--- src/rtl/xmb_pkg.sv ---
package xmb_pkg;

  typedef enum logic [1:0] {
    PH_IDLE = 2'd0,
    PH_ADDR = 2'd1,
    PH_STRB = 2'd2,
    PH_REC  = 2'd3
  } phase_t;

  // strobes from the sequencer to the lane datapath
  typedef struct packed {
    logic load;     // request accepted this clock
    logic addrPh;   // latch-enable phase
    logic strbPh;   // strobe phase
    logic recPh;    // recovery / acknowledge phase
    logic capture;  // strobe ends at the coming edge
  } busCtl_t;

endpackage

--- src/rtl/xmb_ctrl.sv ---
module xmb_ctrl
  import xmb_pkg::*;
#(
  parameter int CNT_W = 4
) (
  input  logic             clk,
  input  logic             rstN,
  input  logic             reqValid,
  input  logic             cfgRdyEn,
  input  logic             cfgRdyActHigh,
  input  logic [CNT_W-1:0] cfgStrobeClks,
  input  logic             readyIn,
  output busCtl_t          ctl
);

  phase_t           phase, phaseNext;
  logic [CNT_W-1:0] stbCnt;
  logic [CNT_W-1:0] minClks;
  logic             minMet;
  logic             rdyOk;
  logic             stbEnd;

  assign minClks = (cfgStrobeClks == '0) ? CNT_W'(1) : cfgStrobeClks;
  assign minMet  = (stbCnt >= minClks);
  assign rdyOk   = !cfgRdyEn || (readyIn == cfgRdyActHigh);
  assign stbEnd  = (phase == PH_STRB) && minMet && rdyOk;

  always_comb begin
    phaseNext = phase;
    unique case (phase)
      PH_IDLE: if (reqValid) phaseNext = PH_ADDR;
      PH_ADDR: phaseNext = PH_STRB;
      PH_STRB: if (stbEnd) phaseNext = PH_REC;
      PH_REC:  phaseNext = PH_IDLE;
      default: phaseNext = PH_IDLE;
    endcase
  end

  always_ff @(posedge clk or negedge rstN) begin
    if (!rstN) begin
      phase  <= PH_IDLE;
      stbCnt <= '0;
    end else begin
      phase <= phaseNext;
      if (phase == PH_ADDR) begin
        stbCnt <= CNT_W'(1);
      end else if (phase == PH_STRB && !minMet) begin
        stbCnt <= stbCnt + CNT_W'(1);
      end
    end
  end

  always_comb begin
    ctl.load    = (phase == PH_IDLE) && reqValid;
    ctl.addrPh  = (phase == PH_ADDR);
    ctl.strbPh  = (phase == PH_STRB);
    ctl.recPh   = (phase == PH_REC);
    ctl.capture = stbEnd;
  end

endmodule

--- src/rtl/xmb_datapath.sv ---
module xmb_datapath
  import xmb_pkg::*;
#(
  parameter int BUS_W  = 16,
  parameter int LANE_W = 8
) (
  input  logic             clk,
  input  logic             rstN,
  input  busCtl_t          ctl,
  input  logic             cfgMuxed,
  input  logic             cfgWide,
  input  logic             cfgWrLow,
  input  logic             reqWrite,
  input  logic [BUS_W-1:0] reqAddr,
  input  logic [BUS_W-1:0] reqWdata,
  input  logic             reqLowLane,
  input  logic [BUS_W-1:0] p0In,
  output logic [BUS_W-1:0] p0Out,
  output logic [BUS_W-1:0] p0Oe,
  output logic [BUS_W-1:0] p1Out,
  output logic [BUS_W-1:0] p1Oe,
  output logic             ale,
  output logic             rdN,
  output logic             wrN,
  output logic             ack,
  output logic [BUS_W-1:0] rdData
);

  localparam int NLANES = BUS_W / LANE_W;

  logic [BUS_W-1:0] addrReg;
  logic [BUS_W-1:0] dataReg;
  logic             wrReg;
  logic             lowLaneReg;
  logic             muxReg;
  logic             wideReg;
  logic             wrLowReg;
  logic             p1Hold;
  logic             inCycle;
  logic             wrAllowed;

  // request and mode capture at acceptance
  always_ff @(posedge clk or negedge rstN) begin
    if (!rstN) begin
      addrReg    <= '0;
      dataReg    <= '0;
      wrReg      <= 1'b0;
      lowLaneReg <= 1'b0;
      muxReg     <= 1'b0;
      wideReg    <= 1'b0;
      wrLowReg   <= 1'b0;
      p1Hold     <= 1'b0;
    end else if (ctl.load) begin
      addrReg    <= reqAddr;
      dataReg    <= reqWdata;
      wrReg      <= reqWrite;
      lowLaneReg <= reqLowLane;
      muxReg     <= cfgMuxed;
      wideReg    <= cfgWide;
      wrLowReg   <= cfgWrLow;
      if (!cfgMuxed) p1Hold <= 1'b1;
    end
  end

  assign inCycle   = ctl.addrPh | ctl.strbPh | ctl.recPh;
  assign wrAllowed = !(wrLowReg && wideReg) || lowLaneReg;

  assign ale = ctl.addrPh;
  assign ack = ctl.recPh;
  assign rdN = !(ctl.strbPh && !wrReg);
  assign wrN = !(ctl.strbPh && wrReg && wrAllowed);

  // port 1: address whenever demultiplexed, or once a demux cycle has run
  assign p1Out = inCycle ? addrReg : '0;
  assign p1Oe  = {BUS_W{inCycle && (!muxReg || p1Hold)}};

  // port 0 lanes
  for (genvar g = 0; g < NLANES; g++) begin : g_lane
    localparam int  LO       = g * LANE_W;
    localparam bit  LOW_LANE = (g == 0);
    logic              isData;
    logic [LANE_W-1:0] laneOut;
    logic              laneOe;
    logic [LANE_W-1:0] laneRd;

    assign isData = LOW_LANE || wideReg;

    always_comb begin
      laneOut = '0;
      laneOe  = 1'b0;
      if (ctl.addrPh && muxReg) begin
        laneOut = addrReg[LO +: LANE_W];
        laneOe  = 1'b1;
      end else if (ctl.strbPh) begin
        if (isData) begin
          laneOut = dataReg[LO +: LANE_W];
          laneOe  = wrReg;
        end else if (muxReg) begin
          laneOut = addrReg[LO +: LANE_W];
          laneOe  = 1'b1;
        end
      end
    end

    always_ff @(posedge clk or negedge rstN) begin
      if (!rstN) begin
        laneRd <= '0;
      end else if (ctl.capture && !wrReg) begin
        laneRd <= isData ? p0In[LO +: LANE_W] : '0;
      end
    end

    assign p0Out[LO +: LANE_W]  = laneOut;
    assign p0Oe[LO +: LANE_W]   = {LANE_W{laneOe}};
    assign rdData[LO +: LANE_W] = laneRd;
  end

endmodule

--- src/rtl/xmem_bus_ctrl.sv ---
module xmem_bus_ctrl
  import xmb_pkg::*;
#(
  parameter int BUS_W = 16,
  parameter int CNT_W = 4
) (
  input  logic             clk,
  input  logic             rstN,
  input  logic             cfgMuxed,
  input  logic             cfgWide,
  input  logic             cfgWrLow,
  input  logic             cfgRdyEn,
  input  logic             cfgRdyActHigh,
  input  logic [CNT_W-1:0] cfgStrobeClks,
  input  logic             reqValid,
  input  logic             reqWrite,
  input  logic [BUS_W-1:0] reqAddr,
  input  logic [BUS_W-1:0] reqWdata,
  input  logic             reqLowLane,
  output logic             ack,
  output logic [BUS_W-1:0] rdData,
  output logic [BUS_W-1:0] p0Out,
  output logic [BUS_W-1:0] p0Oe,
  input  logic [BUS_W-1:0] p0In,
  output logic [BUS_W-1:0] p1Out,
  output logic [BUS_W-1:0] p1Oe,
  output logic             ale,
  output logic             rdN,
  output logic             wrN,
  input  logic             readyIn
);

  localparam int LANE_W = BUS_W / 2;

  busCtl_t ctl;

  xmb_ctrl #(.CNT_W(CNT_W)) i_ctrl (
    .clk           (clk),
    .rstN          (rstN),
    .reqValid      (reqValid),
    .cfgRdyEn      (cfgRdyEn),
    .cfgRdyActHigh (cfgRdyActHigh),
    .cfgStrobeClks (cfgStrobeClks),
    .readyIn       (readyIn),
    .ctl           (ctl)
  );

  xmb_datapath #(.BUS_W(BUS_W), .LANE_W(LANE_W)) i_dp (
    .clk        (clk),
    .rstN       (rstN),
    .ctl        (ctl),
    .cfgMuxed   (cfgMuxed),
    .cfgWide    (cfgWide),
    .cfgWrLow   (cfgWrLow),
    .reqWrite   (reqWrite),
    .reqAddr    (reqAddr),
    .reqWdata   (reqWdata),
    .reqLowLane (reqLowLane),
    .p0In       (p0In),
    .p0Out      (p0Out),
    .p0Oe       (p0Oe),
    .p1Out      (p1Out),
    .p1Oe       (p1Oe),
    .ale        (ale),
    .rdN        (rdN),
    .wrN        (wrN),
    .ack        (ack),
    .rdData     (rdData)
  );

endmodule

--- config.mk ---
export PLATFORM = sky130hd
export DESIGN_NAME = xmem_bus_ctrl
export DESIGN_NICKNAME = d
export VERILOG_FILES = /design/src/rtl/xmb_pkg.sv /design/src/rtl/xmb_ctrl.sv /design/src/rtl/xmb_datapath.sv /design/src/rtl/xmem_bus_ctrl.sv
export SDC_FILE = /design/constraint.sdc
export NUM_CORES = 1
export LEC_CHECK = 0
export BUFFER_PORTS_ARGS = -buffer_cell sky130_fd_sc_hd__buf_2
export CAP_MARGIN = 30
export CORE_MARGIN = 2
export CORE_UTILIZATION = 42
export CTS_CLUSTER_DIAMETER = 60
export DETAILED_ROUTE_END_ITERATION = 8
export GPL_TIMING_DRIVEN = 0
export PLACE_DENSITY = 0.76
export SLEW_MARGIN = 20
export SYNTH_ARGS = -nofsm -noshare
export SYNTH_HDL_FRONTEND = slang
export SYNTH_SLANG_ARGS = --single-unit
--- constraint.sdc ---
create_clock -name clk -period 1.8 [get_ports clk]
set_input_delay 0.09 -clock clk [delete_from_list [all_inputs] [get_ports clk]]
set_output_delay 0.09 -clock clk [all_outputs]
set_load 0.1 [all_outputs]
==> flow_metrics.env, run 1 <==
export IMPL_multi_input_area_um2=1630
export IMPL_drtIter0Drc=228
export IMPL_dpl_hpwl_um=6010
export IMPL_route_detailed_drc=0
export IMPL_worst_slack_ns=-0.360
export IMPL_grt_max_degree=61
export IMPL_cts_max_path_buffers=2
export IMPL_port_buffers=146
export IMPL_rrSetupSlack_ns=-0.06
export IMPL_cp_required_ns=1.71
export IMPL_seqCellArea_um2=1500
export IMPL_grt_ovfl_total=0
export IMPL_hold_class="input port to flip-flop"
export IMPL_cts_root_buf="clkbuf_8"
export IMPL_die_area_um2=8280
export IMPL_netlist_area_leader_share_pct=47.2
export IMPL_timing_max_cap_violations=0
export IMPL_cpPeakStageDelay_ns=0.47
export IMPL_wirelength_um=14500
export IMPL_rsz0062_at_grt="yes"
export IMPL_antenna_found_initial=0
export IMPL_worst_pin_slew_ns=0.775
export IMPL_synthArstFlopShare_pct=100
export IMPL_cp_end_kind="output port"
export IMPL_antenna_left=0
export IMPL_synth_top_cell_by_area="dfrtp_1"
export IMPL_clk_pin_slew_worst_paths_ns=0.07
export IMPL_fmax_ghz=0.463
export IMPL_worstReg2RegEnd="i_dp.g_lane[0].laneRd[6]"
export IMPL_grt_pass1_wl_um=18500
export IMPL_violations="negative hold slack, negative setup slack"
export IMPL_vias_per_cell=5.38
export IMPL_syn_avg_cell_area_um2=11.1
export IMPL_reg2reg_depth=8
export IMPL_cts_tree="done"
export IMPL_fin_nets=604
export IMPL_outcome="complete, but fails checks"
export IMPL_synth_warnings=0
export IMPL_area_growth_pct=109
export IMPL_cts_made_buffers=9
export IMPL_place_gp_congestion=0.773
export IMPL_fin_crit_sh_pct=120
export IMPL_wl_per_cell_um=22.8
export IMPL_crit_path_start="i_ctrl.phase[0]"
export IMPL_finClkSkew_ns=0.0126
export IMPL_crit_slowest_cell="dfrtp_2"
export IMPL_dr_total_vias=3417
export IMPL_synth_area_um2=3180
export IMPL_synth_distinct_cells=36
export IMPL_reg2reg_from="i_ctrl.phase[0]"
export IMPL_cts_sinks=60
export IMPL_grtUsageTotal_pct=28.8
export IMPL_grt_pass1_vias=3446
export IMPL_slew_headroom_pct=48.3
export IMPL_die_height_um=91.0
export IMPL_hold_ws_ns=-0.00438
export IMPL_synth_top_cells_by_area="dfrtp_1, mux2_2, buf_4, ha_1, nand2_1"
export IMPL_syn_inst=287
export IMPL_maxSlewViolCount=0
export IMPL_path_cells="inv_4, ha_4, clkinvlp_4, nor2_1, o21a_2, a22o_1, buf_12"
export IMPL_syn_nets=360
export IMPL_clkLatencyLatePin_ns=0.35
export IMPL_final_util_pct=91.1
export IMPL_worstPathMaxFanout=4
export IMPL_rows=31
export IMPL_hold_viol=3
export IMPL_initial_utilization_pct=43.6
export IMPL_die_x_um=91.0
export IMPL_final_fill_count=261
export IMPL_drive_gt1_share_pct=64.7
export IMPL_finalSetupViolCount=101
export IMPL_critical_path_arrival_ns=2.07
export IMPL_htreeDepth=3
export IMPL_fin_tns_setup_ns=-10.47
export IMPL_synth_enable_flop_cells=0
export IMPL_pin_count=147
export IMPL_cp_start_kind="flip-flop"
export IMPL_drt_pre_antenna_iters=4
export IMPL_fp_coreArea_um2=7290
export IMPL_min_period_ns=2.16
export IMPL_ys_ff_latch=60
export IMPL_antennaDiodeCount=0
export IMPL_endpoint="p0Out[10]"
export IMPL_seq_area_frac_synth_pct=47.2
export IMPL_critical_path_class="flip-flop to output port"
export IMPL_synth_top_flop_cell="dfrtp_1"
## what timing repair did
item / in CTS / in global routing
hold buffers: 47 / 1
resized for setup: 250 / 79
pin swaps: 10 / 16
endpoints found under the setup margin: 83 / 110
endpoints found under the hold margin: 107 / 1
buffers inserted: 22 / 18
gates cloned: 1 / 2
## layout by cell type (no fill, tap or decap), types with 3 or more instances in the layout
master and count:
buf_2 78, buf_12 63, dfrtp_1 58, dlygate4sd3_1 48, mux2_2 43, buf_4 37, buf_6 25, nand2_1 20
buf_8 14, inv_1 12, nand2_2 11, mux2i_1 9, clkbuf_8 9, nand3_1 8, nor2b_1 7, nor2b_2 6
ha_1 5, ha_4 5, clkbuf_16 4, nor2b_4 4, a32oi_2 4, nor2_1 4, nand2_4 3, o21ai_2 3
o21ai_4 3, a22o_1 3, bufinv_16 3
## worst max-delay path, delay by kind of cell (launching register included)
kind | cells | cell delay, ns
and+or+nand+nor | 1 | 0.14
buffers and inverters | 3 | 0.44
AOI/OAI and AO/OA | 2 | 0.45
adders and majority gates | 1 | 0.19
DFF | 1 | 0.47
## through the flow
step                setup slack, ns  cell area (µm²)  cells
floorplan                    -0.485             3440    287
global placement             -0.771             4300    532
detailed placement           -0.855             4300    532
CTS                          -0.214             6150    618
global route                 -0.380             6640    635
finish                       -0.360             6640    635
## logic make-up (layout without fill, tap and decap cells)
family | count (synthesis) | count (layout) | synth area share, %
adders and majority gates | 10 | 10 | 3.94
muxes | 55 | 55 | 19.4
DFF | 60 | 60 | 47.2
buffers and inverters | 58 | 307 | 10.9
and+or+nand+nor | 73 | 73 | 11.3
xor gates and xnor gates | 3 | 3 | 0.827
AOI/OAI and AO/OA | 28 | 28 | 6.45
## layout make-up
cell class	instances	area share, %
buffer	41	8.18
clock buffer	11	1.98
clock inverter	5	1.51
inverter	16	0.999
multi-input combinational	169	24.6
sequential	60	22.6
tap	99	1.87
timing repair buffer	234	38.2
## worst min-delay path by stage
| stage | from | endpoint | cells past startpoint |
|---|---|---|---|
| finish | p0In[9] | i_dp.g_lane[1].laneRd[1] | 3 |
| global route | p0In[8] | i_dp.g_lane[1].laneRd[0] | 3 |
| CTS | reqWdata[10] | i_dp.dataReg[10] | 2 |
| detailed placement | rstN | i_dp.g_lane[1].laneRd[3] | 1 |
| global placement | cfgMuxed | i_dp.p1Hold | 2 |
| floorplan | rstN | i_ctrl.phase[0] | 0 |
## flip-flops by register name (all words and copies together), names as in the netlist
name,count
i_dp.dataReg,16
i_ctrl.stbCnt,4
i_dp.g_lane.isData,1
i_ctrl.phase,2
i_dp.g_lane.laneRd,16
i_dp.wrReg,1
i_dp.lowLaneReg,1
i_dp.wrLowReg,1
i_dp.addrReg,16
i_dp.muxReg,1
i_dp.p1Hold,1
## per-layer routing
metal,vias to the layer above,global-route usage [%],wire (µm)
met3,63,5.06,769
met4,0,12.0,685
li1,1434,-,-
met1,1724,30.9,5120
met2,196,54.9,7920
met5,-,0,0
## Yosys cell counts (7+ instances only)
library cell	instances
dfrtp_1	60
nand2_1	33
nand3_1	10
clkbuf_1	7
mux2_2	43
o21ai_0	7
ha_1	10
buf_4	31
mux2i_1	9
nor2b_1	17
inv_1	16
Power of run 1 is left out: the tool's default activity adds up to more than one toggle a clock period on the data nets, which glitch-free logic cannot reach.
==> inputs of run 2 (changes only) <==
--- a/config.mk
+++ b/config.mk
@@ -11,7 +11,7 @@
 export CORE_UTILIZATION = 42
 export CTS_CLUSTER_DIAMETER = 60
 export DETAILED_ROUTE_END_ITERATION = 8
-export GPL_TIMING_DRIVEN = 0
+export GPL_TIMING_DRIVEN = 1
 export PLACE_DENSITY = 0.76
 export SLEW_MARGIN = 20
 export SYNTH_ARGS = -nofsm -noshare
==> run 2 against run 1 <==
Against the previous run:
- the run ends with negative setup slack left
- die area unchanged
- critical endpoint is now p0Out[13]
- design area fell by 2.8%
- largest cell class unchanged
- fmax up 11%
- critical path depth did not move
==> flow_metrics.env, run 2 (synthesized netlist as in run 1, its figures left out) <==
export IMPL_maxSlewViolCount=0
export IMPL_pin_count=147
export IMPL_die_height_um=91.0
export IMPL_critical_path_arrival_ns=1.85
export IMPL_rows=31
export IMPL_grt_ovfl_total=0
export IMPL_cp_num_buf_inv=3
export IMPL_port_buffers=146
export IMPL_finClkSkew_ns=0.0114
export IMPL_outcome="complete, but fails checks"
export IMPL_finalSetupViolCount=50
export IMPL_initial_utilization_pct=43.6
export IMPL_cp_required_ns=1.71
export IMPL_clkLatencyLatePin_ns=0.34
export IMPL_drive_gt1_share_pct=66.3
export IMPL_cp_top_family="flip-flops"
export IMPL_wl_met2_um=7490
export IMPL_layout_common_cells="buf_2, buf_12, dfrtp_1"
export IMPL_drtIter0Drc=207
export IMPL_cts_sinks=60
export IMPL_cp_end_kind="output port"
export IMPL_place_gp_congestion=0.795
export IMPL_die_x_um=91.0
export IMPL_dr_total_vias=3288
export IMPL_rsz0062_at_grt="yes"
export IMPL_htreeDepth=3
export IMPL_drt_pre_antenna_iters=6
export IMPL_worst_pin_slew_ns=0.635
export IMPL_path_cells="inv_4, ha_4, nand2_4, buf_12, a32oi_2, o21ai_2, buf_12"
export IMPL_antenna_left=0
export IMPL_route_layer_met1_wl_um=4670
export IMPL_fmax_ghz=0.515
export IMPL_cts_made_buffers=9
export IMPL_antenna_found_initial=1
export IMPL_wl_met3_um=958
export IMPL_fp_coreArea_um2=7290
export IMPL_final_fill_count=312
export IMPL_final_util_pct=88.5
export IMPL_hold_viol=0
export IMPL_worstPathMaxFanout=8
export IMPL_cts_max_path_buffers=2
export IMPL_cpMostUsedCell="buf_12"
export IMPL_critical_path_class="flip-flop to output port"
export IMPL_fin_nets=567
export IMPL_final_cell_area_um2=6460
export IMPL_vias_per_cell=5.50
export IMPL_cts_tree="done"
export IMPL_violations="negative setup slack"
export IMPL_wirelength_um=14000
export IMPL_area_growth_pct=103
export IMPL_cpPeakStageDelay_ns=0.46
export IMPL_clk_pin_slew_worst_paths_ns=0.07
export IMPL_dpl_hpwl_um=6350
export IMPL_top_regs="i_dp.addrReg (16), i_dp.dataReg (16), i_dp.g_lane.laneRd (16)"
export IMPL_crit_slowest_cell="dfrtp_2"
export IMPL_wl_per_cell_um=23.5
export IMPL_worst_slack_ns=-0.143
export IMPL_grt_pass1_wl_um=18600
export IMPL_hold_ws_ns=0.0161
export IMPL_layout_commonest_cell="buf_2"
export IMPL_placedInstanceArea_um2=5000
export IMPL_min_period_ns=1.94
export IMPL_slew_headroom_pct=57.7
export IMPL_fin_crit_sh_pct=108
export IMPL_cts_root_buf="clkbuf_8"
export IMPL_grt_pass1_vias=3440
export IMPL_timing_max_cap_violations=0
export IMPL_grtUsageTotal_pct=29.0
export IMPL_cp_start_kind="flip-flop"
export IMPL_dpl_worst_slack_ns=-0.151
export IMPL_die_area_um2=8280
export IMPL_route_detailed_drc=0
export IMPL_hold_class="input port to flip-flop"
export IMPL_grt_max_degree=39
export IMPL_top_layer_used="met4"
==> run 2: final cells by class <==
type / count / area [µm²] / share of cell area (%)
sequential: 60 / 1510 / 23.3
clock inverter: 5 / 77.6 / 1.20
multi-input combinational: 169 / 1790 / 27.8
timing repair buffer: 238 / 2760 / 42.7
clock buffer: 10 / 128 / 1.98
tap: 99 / 124 / 1.92
inverter: 16 / 67.6 / 1.05
antenna: 1 / 2.50 / 0.0388
==> run 2: metrics by stage <==
stage / setup TNS, ns / instances
detailed placement: -0.907 / 506
floorplan: -21.41 / 287
global route: -5.53 / 598
finish: -4.07 / 598
global placement: 0 / 506
CTS: -1.90 / 586
==> run 2: what timing repair did <==
item / 4_1_cts / 5_1_grt
cloned: 2 / 0
buffers inserted: 18 / 10
endpoints found under the hold margin: 70 / 1
gates resized for setup: 59 / 48
hold buffers: 45 / 1
setup endpoints to repair: 66 / 86
pin swaps: 21 / 18
==> run 2: worst reg2reg max path, stage by stage, from the launching register on <==
cell      delay, ns
dfrtp_1        0.45
ha_4           0.28
o211ai_4       0.26
o21ai_2        0.11
nand2_4        0.12
buf_4          0.14
mux2_2         0.34
==> run 2: worst paths after layout <==
| kind | from | to | slack (ns) | cells after the start |
|---|---|---|---|---|
| min in group asynchronous | rstN | i_dp.g_lane[1].laneRd[3] | 0.30 | 2 |
| worst max register to register | i_ctrl.stbCnt[1] | i_dp.g_lane[0].laneRd[3] | 0 | 6 |
| max in group asynchronous | rstN | i_dp.g_lane[1].isData | 0.85 | 3 |
| worst min register to register | i_dp.g_lane[0].laneRd[0] | i_dp.g_lane[0].laneRd[0] | 0.51 | 1 |
| worst max-delay path | i_ctrl.phase[1] | p0Out[13] | -0.14 | 7 |
| worst min-delay path | reqAddr[12] | i_dp.addrReg[12] | 0.02 | 2 |
==> run 2: routing by layer <==
metal / GRT usage, % / vias up
met5: 0 / -
met4: 15.3 / 0
li1: - / 1358
met3: 5.81 / 75
met1: 30.8 / 1621
met2: 53.6 / 234
Power of run 2 is left out for the same reason.
==> inputs of run 3 (changes only) <==
--- a/config.mk
+++ b/config.mk
@@ -7,7 +7,6 @@
 export LEC_CHECK = 0
 export BUFFER_PORTS_ARGS = -buffer_cell sky130_fd_sc_hd__buf_2
 export CAP_MARGIN = 30
-export CORE_MARGIN = 2
 export CORE_UTILIZATION = 42
 export CTS_CLUSTER_DIAMETER = 60
 export DETAILED_ROUTE_END_ITERATION = 8
==> run 3 against run 2 <==
Against the previous run:
- the run still ends with negative setup slack left
- global-route usage rose by 0.95 points
- worst hold slack got worse by 0.013 ns
- sequential share of layout area decreased by 0.22 points
- critical path depth did not move
- non-clock buffer count grew 11
- die area shrank 4.3%
- clock skew up 0.0074 ns
- design area is 0.93% higher
- utilization grew 0.82 points
- register-to-register slack lost 0.07 ns
- count of clock-buffer cells in the layout is 2 higher
- routed wire length down 2.4%
- critical path type unchanged
- highest routed layer unchanged
==> flow_metrics.env, run 3 (synthesized netlist as in run 1, its figures left out) <==
export IMPL_dp_cells=508
export IMPL_htreeDepth=3
export IMPL_hold_class="input port to flip-flop"
export IMPL_cp_required_ns=1.71
export IMPL_cts_made_buffers=9
export IMPL_antenna_left=0
export IMPL_wl_per_cell_um=22.5
export IMPL_min_period_ns=1.99
export IMPL_cts_sinks=60
export IMPL_cp_end_kind="output port"
export IMPL_cp_top_family="buffers and inverters"
export IMPL_cpPeakStageDelay_ns=0.44
export IMPL_worstReg2RegEnd="i_ctrl.stbCnt[3]"
export IMPL_layout_common_cells="buf_2, dfrtp_1, buf_12"
export IMPL_die_height_um=89.0
export IMPL_worst_slack_ns=-0.188
export IMPL_drtIter0Drc=204
export IMPL_top_regs="i_dp.addrReg (16), i_dp.dataReg (16), i_dp.g_lane.laneRd (16)"
export IMPL_port_buffers=146
export IMPL_rsz0062_at_grt="yes"
export IMPL_grt_ovfl_total=0
export IMPL_grt_pass1_vias=3319
export IMPL_finClkSkew_ns=0.0187
export IMPL_reg2reg_depth=7
export IMPL_area_growth_pct=105
export IMPL_fp_coreArea_um2=7290
export IMPL_outcome="complete, but fails checks"
export IMPL_pin_count=147
export IMPL_grtUsageTotal_pct=29.9
export IMPL_reg2reg_from="i_ctrl.stbCnt[0]"
export IMPL_finalSetupViolCount=59
export IMPL_cp_start_kind="flip-flop"
export IMPL_drt_pre_antenna_iters=4
export IMPL_grt_pass1_wl_um=17100
export IMPL_fmax_ghz=0.503
export IMPL_critical_path_arrival_ns=1.90
export IMPL_cts_tree="done"
export IMPL_maxSlewViolCount=0
export IMPL_critical_path_class="flip-flop to output port"
export IMPL_route_detailed_drc=0
export IMPL_cts_max_path_buffers=2
export IMPL_layout_commonest_cell="buf_2"
export IMPL_antennaDiodeCount=0
export IMPL_wirelength_um=13700
export IMPL_vias_per_cell=5.38
export IMPL_dpl_hpwl_um=6280
export IMPL_hold_depth=3
export IMPL_drive_gt1_share_pct=65.9
export IMPL_hold_start="p0In[9]"
export IMPL_initial_utilization_pct=43.6
export IMPL_die_x_um=89.0
export IMPL_path_cells="buf_6, ha_4, nand2_4, buf_8, a32oi_2, o21ai_2, buf_12"
export IMPL_crit_slowest_cell="dfrtp_2"
export IMPL_rrSetupSlack_ns=-0.07
export IMPL_hold_end="i_dp.g_lane[1].laneRd[1]"
export IMPL_die_area_um2=7920
export IMPL_grt_max_degree=61
export IMPL_clk_pin_slew_worst_paths_ns=0.07
export IMPL_fin_crit_sh_pct=110
export IMPL_rows=31
export IMPL_cp_num_buf_inv=3
export IMPL_worstPathMaxFanout=5
export IMPL_layout_cells_non_filler=609
export IMPL_fin_nets=578
export IMPL_worst_pin_slew_ns=0.505
export IMPL_place_gp_congestion=0.781
export IMPL_violations="negative setup slack"
export IMPL_antenna_found_initial=0
export IMPL_dr_total_vias=3277
export IMPL_slew_headroom_pct=66.6
export IMPL_clkLatencyLatePin_ns=0.37
export IMPL_timing_max_cap_violations=0
export IMPL_cts_root_buf="clkbuf_8"
export IMPL_hold_viol=0
run 3: area by class of cell:
cell class | instances | area [µm²]
inverter | 16 | 67.6
clock inverter | 4 | 72.6
timing repair buffer | 249 | 2880
sequential | 60 | 1510
tap | 99 | 124
multi-input combinational | 169 | 1730
fill | 296 | 776
clock buffer | 12 | 145
run 3: worst max path at each step:
stage | startpoint | end | slack [ns] | cells past startpoint
2_1_floorplan | i_ctrl.phase[0] | p1Oe[15] | -0.49 | 5
3_3_place_gp | cfgStrobeClks[2] | i_dp.g_lane[1].laneRd[1] | 0.03 | 9
3_5_place_dp | i_ctrl.stbCnt[3] | i_dp.g_lane[1].laneRd[1] | -0.12 | 6
4_1_cts | i_ctrl.phase[0] | p0Out[15] | -0.1 | 7
5_1_grt | i_ctrl.phase[0] | p0Out[14] | -0.21 | 7
6_report | i_ctrl.phase[0] | p0Out[13] | -0.19 | 7
run 3: layer usage:
| layer | part of all wire (%) | track usage [%] |
|---|---|---|
| met5 | 0 | 0 |
| met1 | 36 | 31.3 |
| met2 | 52 | 55.3 |
| met3 | 5.8 | 7.66 |
| met4 | 6.4 | 15.6 |
run 3: repair_timing:
item	4_1_cts	5_1_grt
pin swaps	24	16
cloned	1	0
setup buffers	19	15
endpoints found under the setup margin	66	82
hold buffers	49	1
hold endpoints to repair	109	1
gates resized for setup	73	45
run 3: tightest hold or removal path, cell delays in order:
cell,delay [ns]
buf_2,0.09
nand2_1,0.06
mux2i_1,0.06
run 3: stage by stage:
| stage | worst slack [ns] | utilization, % | hold WS, ns | setup TNS, ns | area [µm²] |
|---|---|---|---|---|---|
| after floorplan | -0.485 | - | -0.206 | -21.41 | 3440 |
| after global placement | 0.0320 | 67.7 | 0.117 | 0 | 4940 |
| after detailed placement | -0.118 | 67.7 | 0.121 | -1.15 | 4940 |
| after CTS | -0.0971 | 84.8 | 0.00212 | -1.53 | 6180 |
| after global routing | -0.212 | 89.4 | 0.00734 | -7.20 | 6520 |
| final | -0.188 | 89.4 | 0.00281 | -4.64 | 6520 |
Power of run 3 is left out for the same reason.
